--- config.mk ---
export PLATFORM = sky130hd
export DESIGN_NAME = sync_flag_detect
export DESIGN_NICKNAME = d
export VERILOG_FILES = /design/src/rtl/sfd_pkg.sv /design/src/rtl/sfd_shift.sv /design/src/rtl/sfd_match.sv /design/src/rtl/sfd_frame.sv /design/src/rtl/sfd_detect.sv /design/src/rtl/sync_flag_detect.sv
export SDC_FILE = /design/constraint.sdc
export NUM_CORES = 1
export LEC_CHECK = 0
export BUFFER_PORTS_ARGS = -buffer_cell sky130_fd_sc_hd__buf_2
export CORE_ASPECT_RATIO = 0.5
export CORE_MARGIN = 1
export CORE_UTILIZATION = 50
export DETAILED_ROUTE_END_ITERATION = 16
export PLACE_DENSITY = 0.83
export REMOVE_ABC_BUFFERS = 1
export SYNTH_ARGS = -nofsm -noshare
export SYNTH_HDL_FRONTEND = slang
export SYNTH_SLANG_ARGS = --single-unit
--- constraint.sdc ---
create_clock -name clk -period 2.6 [get_ports clk]
set_input_delay 0 -clock clk [delete_from_list [all_inputs] [get_ports clk]]
set_output_delay 0 -clock clk [all_outputs]
set_load 0.05 [all_outputs]
--- src/rtl/sfd_pkg.sv ---
package sfd_pkg;
   localparam int unsigned SFD_MAX_W = 8;
   localparam logic [SFD_MAX_W-1:0] SFD_FLAG = 8'h7E;

   function automatic int unsigned sfd_cnt_w(input int unsigned w);
      return $clog2(w + 1);
   endfunction
endpackage

--- src/rtl/sfd_shift.sv ---
module sfd_shift #(
   parameter int unsigned W  = 8,
   parameter int unsigned CW = 4
) (
   input  logic          clk,
   input  logic          rst_n,
   input  logic          en_rx,
   input  logic          bit_en,
   input  logic          rx_bit,
   output logic [W-1:0]  win_nxt,
   output logic [CW-1:0] fill_nxt
);
   logic [W-1:0]  win_q;
   logic [CW-1:0] fill_q;

   // Window as it will be once the current bit is taken in.
   always_comb begin
      win_nxt  = {win_q[W-2:0], rx_bit};
      fill_nxt = (fill_q == CW'(W)) ? fill_q : fill_q + 1'b1;
   end

   always_ff @(posedge clk or negedge rst_n) begin
      if (!rst_n) begin
         win_q  <= '0;
         fill_q <= '0;
      end else if (!en_rx) begin
         win_q  <= '0;
         fill_q <= '0;
      end else if (bit_en) begin
         win_q  <= win_nxt;
         fill_q <= fill_nxt;
      end
   end
endmodule

--- src/rtl/sfd_match.sv ---
module sfd_match #(
   parameter int unsigned W       = 8,
   parameter int unsigned SHORT_W = 6,
   parameter int unsigned CW      = 4,
   parameter logic [W-1:0] FLAG   = 8'h7E
) (
   input  logic [W-1:0]  win,
   input  logic [CW-1:0] fill,
   input  logic [CW-1:0] len,
   input  logic          bop,
   input  logic          short_sel,
   input  logic [W-1:0]  pattern,
   output logic          hit
);
   logic [W-1:0] tgt;
   logic [W-1:0] eq;
   logic         short_on;

   always_comb begin
      tgt      = bop ? FLAG : pattern;
      short_on = short_sel && !bop;
   end

   for (genvar i = 0; i < W; i++) begin : g_bit
      if (i < SHORT_W) begin : g_core
         assign eq[i] = (win[i] == tgt[i]);
      end else begin : g_ext
         assign eq[i] = (win[i] == tgt[i]) || short_on;
      end
   end

   assign hit = (&eq) && (fill >= len);
endmodule

--- src/rtl/sfd_frame.sv ---
module sfd_frame #(
   parameter int unsigned CW = 4
) (
   input  logic          clk,
   input  logic          rst_n,
   input  logic          en_rx,
   input  logic          hunt,
   input  logic          bit_en,
   input  logic          start,
   input  logic [CW-1:0] len,
   output logic          locked,
   output logic          strobe
);
   logic [CW-1:0] cnt_q;

   always_ff @(posedge clk or negedge rst_n) begin
      if (!rst_n) begin
         locked <= 1'b0;
         cnt_q  <= '0;
         strobe <= 1'b0;
      end else if (!en_rx || hunt) begin
         locked <= 1'b0;
         cnt_q  <= '0;
         strobe <= 1'b0;
      end else begin
         strobe <= 1'b0;
         if (bit_en) begin
            if (!locked) begin
               if (start) begin
                  locked <= 1'b1;
                  cnt_q  <= '0;
               end
            end else if (cnt_q == len - 1'b1) begin
               cnt_q  <= '0;
               strobe <= 1'b1;
            end else begin
               cnt_q <= cnt_q + 1'b1;
            end
         end
      end
   end
endmodule

--- src/rtl/sfd_detect.sv ---
module sfd_detect (
   input  logic clk,
   input  logic rst_n,
   input  logic en_rx,
   input  logic bit_en,
   input  logic hit,
   input  logic pin_as_rts,
   input  logic rts_req,
   output logic det_n
);
   logic pend_q;
   logic det_q;

   // pend_q marks the matching bit; det_q shows it one bit later.
   always_ff @(posedge clk or negedge rst_n) begin
      if (!rst_n) begin
         pend_q <= 1'b0;
         det_q  <= 1'b0;
      end else if (!en_rx) begin
         pend_q <= 1'b0;
         det_q  <= 1'b0;
      end else if (bit_en) begin
         pend_q <= hit;
         det_q  <= pend_q;
      end
   end

   assign det_n = pin_as_rts ? !rts_req : !det_q;
endmodule

--- src/rtl/sync_flag_detect.sv ---
module sync_flag_detect
   import sfd_pkg::*;
#(
   parameter int unsigned W       = SFD_MAX_W,
   parameter int unsigned SHORT_W = 6,
   parameter logic [W-1:0] FLAG   = SFD_FLAG,
   localparam int unsigned CW     = sfd_cnt_w(W)
) (
   input  logic         clk,
   input  logic         rst_n,
   input  logic         rx_enable,
   input  logic         bit_en,
   input  logic         rx_bit,
   input  logic         mode_bop,
   input  logic         sync_short,
   input  logic [W-1:0] sync_char,
   input  logic         ext_sync_n,
   input  logic         hunt,
   input  logic         pin_as_rts,
   input  logic         rts_req,
   output logic         sync_det_n,
   output logic         char_strobe,
   output logic         locked
);
   initial begin : elab_checks
      assert (SHORT_W >= 2 && SHORT_W < W)
         else $error("SHORT_W must lie between 2 and W-1");
      assert (W <= SFD_MAX_W)
         else $error("W exceeds the supported window");
   end

   logic [W-1:0]  win_nxt;
   logic [CW-1:0] fill_nxt;
   logic [CW-1:0] len;
   logic          raw_hit;
   logic          hit;
   logic          ext_ok;

   assign len    = (!mode_bop && sync_short) ? CW'(SHORT_W) : CW'(W);
   assign hit    = raw_hit && bit_en && rx_enable;
   assign ext_ok = !ext_sync_n && !mode_bop;

   sfd_shift #(.W(W), .CW(CW)) u_shift (
      .clk(clk), .rst_n(rst_n), .en_rx(rx_enable), .bit_en(bit_en),
      .rx_bit(rx_bit), .win_nxt(win_nxt), .fill_nxt(fill_nxt)
   );

   sfd_match #(.W(W), .SHORT_W(SHORT_W), .CW(CW), .FLAG(FLAG)) u_match (
      .win(win_nxt), .fill(fill_nxt), .len(len), .bop(mode_bop),
      .short_sel(sync_short), .pattern(sync_char), .hit(raw_hit)
   );

   sfd_frame #(.CW(CW)) u_frame (
      .clk(clk), .rst_n(rst_n), .en_rx(rx_enable), .hunt(hunt),
      .bit_en(bit_en), .start(hit || ext_ok), .len(len),
      .locked(locked), .strobe(char_strobe)
   );

   sfd_detect u_detect (
      .clk(clk), .rst_n(rst_n), .en_rx(rx_enable), .bit_en(bit_en),
      .hit(hit), .pin_as_rts(pin_as_rts), .rts_req(rts_req),
      .det_n(sync_det_n)
   );
endmodule

## Yosys cells after proc, flatten, opt, wreduce, memory -nomap -nowiden

Cells that the tools add are included.

| word-level totals | value |
|---|---|
| register bits | 19 |
| input port bits | 19 |
| output and inout port bits | 3 |
| word-level logic and storage cells | 65 |

| operators by class | value |
|---|---|
| add/subtract/negate cells | 3 |
| order comparisons | 1 |
| eq/ne operators | 11 |
| muxes and demuxes | 25 |
| reduce and logical (&&, ||, !) cells | 18 |

Operators with widths:

| kind | number |
|---|---|
| 2-to-1 mux 4 bit | 9 |
| 2-to-1 mux 7 bit | 2 |
| 2-to-1 mux 1 bit | 13 |
| adder 4 x 1 -> 4 bit, second input constant | 2 |
| equality test 1 bit | 8 |
| 2-to-1 mux 8 bit | 1 |
| AND reduction 8 bit | 1 |
| logical AND 1 bit | 5 |
| zero test 1 bit | 5 |
| equality test 4 bit | 1 |
| equality test 4 bit, second input constant | 1 |
| greater-or-equal comparator 4 bit | 1 |
| logical OR 1 bit | 4 |
| subtractor 4 x 1 -> 4 bit, second input constant | 1 |
| nonzero test 3 bit | 1 |
| != test 2 x 1 -> 1 bit, second input constant | 1 |
| AND reduction 2 bit | 1 |
| nonzero test 2 bit | 1 |

## Logic depth before layout (Yosys ltp)

| logic depth | value |
|---|---|
| depth in word-level cells | 12 |
| mapped depth | 10 |
| gate-level depth less buffers | 10 |

## Cells and area by module

Synthesis repeated with hierarchy kept, for this count alone.

| second synthesis, totals | value |
|---|---|
| cells, all modules | 145 |
| area total of the unflattened synthesis | 1388.8 µm² |

Modules (own cells, without submodules):

| module | instances | cells an instance | area each (µm²) | sequential area each (µm²) |
|---|---|---|---|---|
| sfd_shift | 1 | 49 | 575.6 | 275.3 |
| sfd_frame | 1 | 39 | 381.6 | 150.1 |
| sfd_match | 1 | 45 | 306.5 | 0.0 |
| sfd_detect | 1 | 7 | 92.6 | 50.0 |
| sync_flag_detect | 1 | 5 | 32.5 | 0.0 |

## Worst setup path after synthesis

Ideal clock, no wire load.

| timing | value |
|---|---|
| path type | register -> register |
| start point | reg u_shift.fill_q[0] |
| end point | reg u_detect.pend_q |
| library setup time | 120 ps |
| data arrival time | 2061 ps |
| required time | 2480 ps |
| setup slack | 419 ps |
| stages on the path, launching flop included | 11 |
| path buffers | 0 |
| period minus slack after synthesis | 2181 ps |
| cell sequence | dfrtp_1 inv_1 ha_1 nand2_1 nand3_1 o21ai_0 ha_1 a21o_1 a221oi_1 nor4_2 a31o_2 |

| on the way | value |
|---|---|
| longest elaborated chain between the ends | 8 |
| elaborated cells between the ends (all ways) | 9 |
| those cells by class | 1 x add/sub; 1 x order compare; 1 x eq/ne; 3 x mux; 3 x reduce/logical |

RTL lines:

| element | line | RTL |
|---|---|---|
| start: declaration | sfd_shift.sv:14 | `logic [CW-1:0] fill_q;` |
| start signal: assignment | sfd_shift.sv:31 | `fill_q <= fill_nxt;` |
| adder 4 x 1 -> 4 bit or equality test 4 bit (tied branches) | sfd_shift.sv:19 | `fill_nxt = (fill_q == CW'(W)) ? fill_q : fill_q + 1'b1;` |
| 2-to-1 mux 4 bit * | sfd_shift.sv:19 |  |
| greater-or-equal comparator 4 bit * | sfd_match.sv:32 | `assign hit = (&eq) && (fill >= len);` |
| logical AND 1 bit * | sfd_match.sv:32 |  |
| logical AND 1 bit * (2 in series) | sync_flag_detect.sv:40 | `assign hit = raw_hit && bit_en && rx_enable;` |
| 2-to-1 mux 1 bit * | sfd_detect.sv:22 | `end else if (bit_en) begin` |
| 2-to-1 mux 1 bit * | sfd_detect.sv:19 | `end else if (!en_rx) begin` |
| end signal: assignment | sfd_detect.sv:23 | `pend_q <= hit;` |
| end: declaration | sfd_detect.sv:11 | `logic pend_q;` |

Mark *: on every way between the ends. The rest lies on a longest branch, timed or not. The select of a mux whose other input is x is not followed.
A chain may end at the register's enable or synchronous reset.

## Worst setup path after layout

| timing | value |
|---|---|
| start point | reg u_shift.fill_q[0] |
| end point | reg u_frame.cnt_q[3] |

| on the way | value |
|---|---|
| longest elaborated chain between the ends | 9 |
| elaborated cells between the ends (all ways) | 10 |
| those cells by class | 1 x add/sub; 1 x order compare; 1 x eq/ne; 1 x mux; 6 x reduce/logical |

RTL lines:

| element | line | RTL |
|---|---|---|
| adder 4 x 1 -> 4 bit or equality test 4 bit (tied branches) | sfd_shift.sv:19 |  |
| 2-to-1 mux 4 bit * | sfd_shift.sv:19 |  |
| greater-or-equal comparator 4 bit * | sfd_match.sv:32 |  |
| logical AND 1 bit * | sfd_match.sv:32 |  |
| logical AND 1 bit * (2 in series) | sync_flag_detect.sv:40 |  |
| logical OR 1 bit * | sync_flag_detect.sv:55 | `.bit_en(bit_en), .start(hit \|\| ext_ok), .len(len),` |
| nonzero test 3 bit (no source line) * | -- |  |
| AND reduction 2 bit (no source line) * | -- |  |
| end signal: assignment | sfd_frame.sv:37 | `cnt_q <= cnt_q + 1'b1;` |
| end: declaration | sfd_frame.sv:14 | `logic [CW-1:0] cnt_q;` |

Mark *: on every way between the ends. The rest lies on a longest branch, timed or not.

==> run_results.csv <==
group,metric,value,unit
status,status,"complete, no violations",
power_and_ir_drop,power_frac_clock,0.333,
clock_network,cts_setup_buffers,0,
route,drtIter0Drc,37,
route,antenna_left,0,
clock_network,htree_levels,1,
setup_path,worstReg2RegStart,"u_shift.fill_q[0]",
timing,finalHoldViolCount,0,
clock_network,clk_pin_slew,70,ps
power_and_ir_drop,swShare,0.267,
run,max_cap_violations,0,
setup_path,cp-start-kind,"register",
timing,fin_crit_sh,0.925,
timing,relSlewSlack,0.665,
setup_path,worst-setup-path-type,"register to register",
cells_and_area,drive_gt1_frac,0.177,
setup_path,crit_slowest_cell,"a221oi_1",
cells_and_area,final_cell_mix,"21 x buf_2, 19 x dfrtp_1, 13 x inv_1, 12 x mux2i_1, 11 x nor2b_1",
yosys,syn_inst,142,
global_routing,antenna_found_initial,0,
power_and_ir_drop,seqPwrFrac,0.500,
clock_network,root_buffer,"clkbuf_8",
route,route.detailed.wl_per_inst,13.4,µm
timing,period_minus_slack,2410,ps
setup_path,cp_data_required_time,2760,ps
setup_path,crit_path_max_fanout,5,
setup_path,critPathCaptureType,"register",
cells_and_area,layout.nets,190,
yosys,syn-cell-area,1330,µm²
yosys,synth_edf_count,0,
yosys,ys_seq_area_frac,0.358,
clock_network,cts_max_path_buffers,2,
timing,maxSlewViolCount,0,
place,gp_congestion,0.783,
timing,finalSetupViolCount,0,
global_routing,grt-ovfl-total,0,
yosys,syn_avg_cell_area,9.36,µm²
floorplanning,rows,12,
place,portBuffers,21,
place,place.detailed.hpwl,1970,µm
floorplanning,design.die.area,2880,µm²
power_and_ir_drop,cell_internal_pwr,0.452,mW
global_routing,grt_pass1_wl,4760,µm
cells_and_area,area_growth,13.7,%
power_and_ir_drop,power,0.617,mW
yosys,yosysWarnings,0,
floorplanning,start_util,0.564,
worst_hold_path,worst_hold_path_type,"primary input to register",
timing,fmax,416,MHz
global_routing,gr-usage-all-layers,0.230,
yosys,async_flop_share,1.00,
setup_path,critPathMaxStageDelay,470,ps
clock_network,cts_tree,"built",
yosys,yosysUniqueCellTypes,39,
route,drc_errors,0,
setup_path,path_common_cell,"ha_1",
setup_path,worstPathArrival,2570,ps
power_and_ir_drop,p_sw,0.165,mW
route,firstDrtPassIters,4,
clock_network,numCtsBuffers,3,
floorplanning,core-area,2360,µm²
worst_hold_path,holdCritStartpoint,"rx_bit",
timing,hold_slack,67.0,ps
setup_path,worstPathCellList,"inv_1 > ha_1 > nand2_1 > nand3_1 > o21ai_0 > ha_1 > a21o_1 > a221oi_1 > nor4_2 > o31ai_1",
timing,worst_slew_pin_slew,499,ps
floorplanning,dieHeight,38.5,µm
yosys,ys_ff_latch,19,
setup_path,crit_start,"u_shift.fill_q[0]",
cells_and_area,final_common_cell,"buf_2",
route,vias,1102,
yosys,synthFlopType,"dfrtp_1",
route,wl,2670,µm
power_and_ir_drop,comb_power_share,0.167,
clock_network,clock_latency,250,ps
power_and_ir_drop,p_leak,0.712,nW
timing,grt_setup_unrepaired,"false",
timing,skew,2.01,ps
cells_and_area,num_antenna_cells,0,
power_and_ir_drop,vdd_drop_max,0.000244,V
power_and_ir_drop,power_density,408,nW/µm²
global_routing,grt_pass1_vias,1097,
clock_network,cts.sinks,19,
timing,fin_setup_tns,0,ps
route,vias_per_cell,5.54,
floorplanning,dieWidth,74.9,µm
floorplanning,ios,22,
global_routing,grt_max_degree,24,
worst paths after layout:
path                       slack, ps  cells past startpoint           endpoint
max                              190                     10   u_frame.cnt_q[3]
min reg2reg                      540                      1    u_detect.pend_q
max reg2reg                      190                     10   u_frame.cnt_q[3]
min                               70                      3   u_shift.win_q[0]
min in group asynchronous        210                      2  u_shift.fill_q[3]
max in group asynchronous       2080                      2     u_detect.det_q
cell type report:
| cell class | instances | area [µm²] |
|---|---|---|
| clock buffers | 3 | 41.3 |
| clock inverters | 1 | 5.00 |
| fillers | 209 | 846 |
| inverters | 13 | 48.8 |
| multi-input cells | 106 | 782 |
| flip-flops and latches | 19 | 475 |
| well taps | 35 | 43.8 |
| repair buffers | 22 | 115 |
per-stage QoR:
step | utilization | worst slack [ps] | instance area (µm²) | instances
after floorplan | - | 419 | 1310 | 138
after global placement | 0.617 | 330 | 1460 | 194
after detailed placement | 0.617 | 213 | 1460 | 194
after CTS | 0.641 | 202 | 1510 | 199
after global routing | 0.641 | 10.1 | 1510 | 199
final | 0.641 | 194 | 1510 | 199
Yosys cell counts, types with 2 or more instances:
master	number	area (µm²)
a2bb2oi_1	2	17.5
mux2i_1	12	120
ha_1	6	75.1
clkbuf_1	2	7.51
a221oi_1	2	17.5
a21oi_1	3	15.0
nand3_1	7	35.0
a22oi_1	2	15.0
nand2b_1	8	50.1
xnor2_1	6	52.6
o21ai_0	3	15.0
a21o_1	4	30.0
dfrtp_1	19	475
inv_1	13	48.8
nor2_1	5	18.8
o31ai_1	4	30.0
nand2_1	6	22.5
nor3_1	4	20.0
and3_1	3	18.8
nor2b_1	11	68.8
or3_1	2	12.5
state kept, by name, indices dropped and copies added, names as in the netlist:
register         cells
u_detect.det_q       1
u_frame.locked       1
u_shift.win_q        7
u_detect.pend_q      1
u_frame.strobe       1
u_frame.cnt_q        4
u_shift.fill_q       4
critical path: cells and delay by family (launching register included):
family / cells / cell delay (ps)
compound gates: 4 / 1000
fa+ha+maj: 2 / 490
flops: 1 / 430
simple gates: 3 / 280
buf+inv: 1 / 110
power by group through the flow:
stage / Clock, mW / Sequential [mW] / Combinational [mW]
2_1_floorplan: 0 / 0.313 / 0.0552
3_3_place_gp: 0 / 0.313 / 0.0976
3_5_place_dp: 0 / 0.314 / 0.102
4_1_cts: 0.212 / 0.308 / 0.103
5_1_grt: 0.228 / 0.309 / 0.114
6_report: 0.206 / 0.308 / 0.103
repair_timing:
| item | CTS | global route |
|---|---|---|
| gates resized for setup | 0 | 0 |
| setup endpoints to repair | 0 | 0 |
| hold buffers | 1 | 0 |
| hold endpoints to repair | 19 | 0 |
routing by layer:
layer | vias up | GRT usage | share of wire
met1 | 537 | 0.295 | 0.48
met2 | 12 | 0.401 | 0.49
met5 | - | 0 | 0
met4 | 0 | 0.0519 | 0.0064
li1 | 551 | - | -
met3 | 2 | 0.0553 | 0.024
logic make-up after synthesis:
kind of cell | count (synthesis) | synth area share
compound gates | 28 | 0.160
xor+xnor | 6 | 0.0395
fa+ha+maj | 6 | 0.0565
buf+inv | 17 | 0.0537
flops | 19 | 0.358
mux | 12 | 0.0904
simple gates | 54 | 0.242
Note: power is estimated with default switching activity, not from simulation.
